### config.mk
export PLATFORM = sky130hd
export DESIGN_NAME = bitslice_alu
export DESIGN_NICKNAME = d
export VERILOG_FILES = /design/src/rtl/bitslice_alu_pkg.sv /design/src/rtl/fn_decoder.sv /design/src/rtl/full_adder.sv /design/src/rtl/alu_bit_slice.sv /design/src/rtl/bitslice_alu.sv
export SDC_FILE = /design/constraint.sdc
export NUM_CORES = 1
export LEC_CHECK = 0
export BUFFER_PORTS_ARGS = -buffer_cell sky130_fd_sc_hd__buf_2
export CORE_MARGIN = 4
export CORE_UTILIZATION = 49
export DETAILED_ROUTE_END_ITERATION = 10
export PLACE_DENSITY = 0.87
export SYNTH_ARGS = -nofsm -noshare
export SYNTH_HDL_FRONTEND = slang
export SYNTH_SLANG_ARGS = --single-unit
### constraint.sdc
create_clock -name vclk -period 4.8
set_input_delay 0.48 -clock vclk [all_inputs]
set_output_delay 0.48 -clock vclk [all_outputs]
set_load 0.005 [all_outputs]
### src/rtl/bitslice_alu_pkg.sv
package bitslice_alu_pkg;

    localparam int FN_COUNT = 4;
    localparam int FN_BITS  = $clog2(FN_COUNT);

    typedef enum logic [FN_BITS-1:0] {
        FN_AND  = 2'b00,
        FN_OR   = 2'b01,
        FN_NOTB = 2'b10,
        FN_SUM  = 2'b11
    } alu_fn_e;

    // Per-slice working values, filled by one combinational process.
    typedef struct packed {
        logic a_cond;
        logic b_cond;
        logic and_v;
        logic or_v;
        logic notb_v;
        logic sum_v;
        logic res;
    } slice_sig_t;

endpackage

### src/rtl/fn_decoder.sv
module fn_decoder
    import bitslice_alu_pkg::*;
(
    input  logic [FN_BITS-1:0]  code,
    output logic [FN_COUNT-1:0] en
);
    for (genvar gi = 0; gi < FN_COUNT; gi++) begin : g_line
        assign en[gi] = (code == FN_BITS'(gi));
    end
endmodule

### src/rtl/full_adder.sv
module full_adder (
    input  logic a_in,
    input  logic b_in,
    input  logic c_in,
    output logic s_out,
    output logic c_out
);
    logic half_x;
    assign half_x = a_in ^ b_in;
    assign s_out  = half_x ^ c_in;
    assign c_out  = (a_in & b_in) | (half_x & c_in);
endmodule

### src/rtl/alu_bit_slice.sv
module alu_bit_slice
    import bitslice_alu_pkg::*;
(
    input  logic                a_bit,
    input  logic                b_bit,
    input  logic                pass_a,
    input  logic                pass_b,
    input  logic                flip_a,
    input  logic [FN_COUNT-1:0] fn_en,
    input  logic                carry_in,
    output logic                carry_out,
    output logic                res_bit
);
    slice_sig_t sig_d;
    logic       sum_bit;

    // The adder sees the conditioned operands.
    full_adder u_fa (
        .a_in  (sig_d.a_cond),
        .b_in  (sig_d.b_cond),
        .c_in  (carry_in),
        .s_out (sum_bit),
        .c_out (carry_out)
    );

    always_comb begin
        sig_d        = '0;
        sig_d.a_cond = (a_bit & pass_a) ^ flip_a;
        sig_d.b_cond = b_bit & pass_b;
        sig_d.and_v  = sig_d.a_cond & sig_d.b_cond;
        sig_d.or_v   = sig_d.a_cond | sig_d.b_cond;
        sig_d.notb_v = ~sig_d.b_cond;
        sig_d.sum_v  = sum_bit;
        sig_d.res    = (fn_en[FN_AND]  & sig_d.and_v)
                     | (fn_en[FN_OR]   & sig_d.or_v)
                     | (fn_en[FN_NOTB] & sig_d.notb_v)
                     | (fn_en[FN_SUM]  & sig_d.sum_v);
    end

    assign res_bit = sig_d.res;
endmodule

### src/rtl/bitslice_alu.sv
module bitslice_alu
    import bitslice_alu_pkg::*;
#(
    parameter int WIDTH = 8
) (
    input  logic [WIDTH-1:0] op_a,
    input  logic [WIDTH-1:0] op_b,
    input  logic             fn_hi,
    input  logic             fn_lo,
    input  logic             pass_a,
    input  logic             pass_b,
    input  logic             flip_a,
    input  logic             carry_seed,
    output logic [WIDTH-1:0] result,
    output logic             carry_out
);
    localparam int CHAIN_LEN = WIDTH + 1;

    logic [FN_COUNT-1:0]  fn_en;
    logic [CHAIN_LEN-1:0] chain;

    fn_decoder u_dec (
        .code ({fn_hi, fn_lo}),
        .en   (fn_en)
    );

    assign chain[0] = carry_seed;

    for (genvar gi = 0; gi < WIDTH; gi++) begin : g_slice
        alu_bit_slice u_slice (
            .a_bit     (op_a[gi]),
            .b_bit     (op_b[gi]),
            .pass_a    (pass_a),
            .pass_b    (pass_b),
            .flip_a    (flip_a),
            .fn_en     (fn_en),
            .carry_in  (chain[gi]),
            .carry_out (chain[gi+1]),
            .res_bit   (result[gi])
        );
    end

    // The top carry is exported only while the sum is selected.
    assign carry_out = fn_en[FN_SUM] & chain[WIDTH];
endmodule

==> results.json <==
{
  "status": "finished, final reports clean",
  "wl_per_cell_um": 13.8,
  "yosys-top-cells-area": "ha_1 (22%), mux4_2 (19%), fa_1 (17%)",
  "critPathCaptureType": "output port",
  "critical_path.most_common_cell": "fa_1",
  "wire_length_of_the_first_global_routing_pass_um": 3350,
  "timing.critical_path.arrival_ns": 4.16,
  "globalRouteTotalUtil_pct": 16.0,
  "placement_rows": 15,
  "cp_slowest_cell": "mux4_2",
  "setup.worst_path.class": "in2out",
  "synth.lib_cells_used.distinct": 13,
  "grt_max_degree": 11,
  "antenna_left": 0,
  "seq_cells": 0,
  "post-synth-top-count-cell": "inv_1",
  "timing.setup.tns_ns": 0,
  "crit_path_max_incr_delay_ns": 0.46,
  "timing_worst_slew_pin_value_ns": 0.326,
  "post-synth-top-area-cell": "ha_1",
  "final_layout_size_suffix_gt1_share_pct": 40.5,
  "vias_per_cell": 4.79,
  "post_synth_top_area_share_pct": 21.5,
  "antenna-diode-count": 0,
  "worst_slew_margin_rel_pct": 78.1,
  "area_delta_synth_final_pct": 14.1,
  "timing.max_cap.violations": 0,
  "drt_pass1_iterations": 3,
  "min-delay-path-class": "in2out",
  "ir_drop_mv": 0.0429,
  "detailedPlacementHpwl_um": 1720,
  "grt_antenna_before_repair": 0,
  "global_route.overflow_total": 0,
  "regArea_um2": 0,
  "worst_setup_start_kind": "input port",
  "min_period_ns": 4.64,
  "m1WireLength_um": 786,
  "floorplan.die.height_um": 51.6,
  "syn_inst": 100,
  "power.leakage_nw": 0.595,
  "gpl.final_weighted_congestion": 0.790,
  "vias_in_the_first_global_route": 775,
  "finalCritPeriodShare_pct": 96.6,
  "core_region_area_um2": 1760,
  "syn_area_um2": 931,
  "seq_area_frac_synth_pct": 0,
  "rsz0062_at_grt": "no",
  "start_util_pct": 52.8,
  "drt_iter0_markers": 4,
  "final-max-slew-violation-count": 0,
  "timing.critical_path.required_ns": 4.32,
  "remaining_drc_errors": 0,
  "maxUsedRoutingLayer": "met3",
  "routed-wl-met3_um": 59,
  "dr_total_vias": 699,
  "postSynthAreaPerCell_um2": 9.31,
  "final_cell_count_no_fill": 146,
  "routed_wirelength_um": 2020,
  "yosysWarningCount": 0,
  "crit_fanout": 5,
  "finalPower_w": 0.000111,
  "dr_wl_met2_um": 1170,
  "path_cells": "buf_2, nand2_2, xor2_2, fa_2, fa_1, fa_1, inv_1, fa_1, fa_1, fa_2, fa_1, fa_1, mux4_2, buf_2",
  "pin_count": 31,
  "max_clock_freq_mhz": 216,
  "count_of_final_hold_check_violations": 0,
  "finalSetupViolations": 0,
  "net_count_synth": 146,
  "power.density_cell_area_nw_per_um2": 105,
  "clockBufferCount": 0,
  "place.port_buffers": 31,
  "final_net_count": 169,
  "netlist_top_cells_count": "inv_1 (21), ha_1 (16), nand2_1 (14)",
  "die_w_um": 51.6,
  "numPlacedInstances": 145,
  "post_cts_hold_buffer_count": 0,
  "dieArea_um2": 2660
}
stage by stage:
| step | util (%) | hold WS [ns] | area, µm² | worst slack, ns |
|---|---|---|---|---|
| detailed placement | 58.9 | 1.45 | 1040 | 0.0568 |
| global placement | 58.9 | 1.45 | 1040 | 0.200 |
| floorplan | - | 1.30 | 931 | 0.167 |
| CTS | 58.9 | 1.45 | 1040 | 0.0505 |
| finish | 60.2 | 1.45 | 1060 | 0.165 |
| global route | 60.2 | 1.48 | 1060 | 0.0210 |
cells by family (layout without fill, tap and decap cells):
logic type | count (synthesis) | count (layout) | synth area share, %
simple gates | 17 | 17 | 7.66
xor+xnor | 16 | 16 | 15.1
fa+ha+maj | 24 | 24 | 38.7
buf+inv | 35 | 56 | 19.2
mux | 8 | 8 | 19.4
worst max-delay path, delay by kind of cell:
kind | cells | cell delay (ns)
buffers and inverters | 3 | 0.34
XOR/XNOR | 1 | 0.23
multiplexers | 1 | 0.46
AND/OR/NAND/NOR | 1 | 0.10
adder cells (fa/ha/maj) | 8 | 2.53
power by group:
part / leakage, nW / switching, W / internal [W] / total [W]
registers: 0 / 0 / 0 / 0
logic: 0.595 / 0.0000553 / 0.0000558 / 0.000111
clock network: 0 / 0 / 0 / 0
metal layers:
metal  up-vias  global-route usage [%]
met1       343                    19.5
met3         0                    1.43
met4         0                       0
met5         -                       0
met2        23                    32.0
li1        333                       -
timing repair:
| action | 4_1_cts | 5_1_grt |
|---|---|---|
| endpoints found under the hold margin | 0 | 0 |
| endpoints found under the setup margin | 0 | 1 |
| setup buffers | 0 | 1 |
| gates resized for setup | 0 | 4 |
layout make-up:
| cell class | instances | area (µm²) |
|---|---|---|
| inverters | 21 | 78.8 |
| repair buffers | 35 | 185 |
| multi-input cells | 65 | 767 |
| fillers | 172 | 702 |
| well taps | 25 | 31.3 |
cell usage in the layout (no fill, tap or decap):
master,synthesis,routed
nand2_1,14,13
ha_1,16,16
buf_4,10,4
mux4_2,8,8
and3_1,1,1
fa_2,0,2
fa_1,8,6
xor2_2,0,1
xnor2_1,8,8
buf_2,2,31
inv_1,21,21
xor2_1,8,7
nand2_2,2,3
final timing paths:
path / start / end / slack, ns / cells after the start
max: pass_a / result[7] / 0.16 / 14
min: fn_hi / carry_out / 1.45 / 3
(Power assumes the default switching activity.)
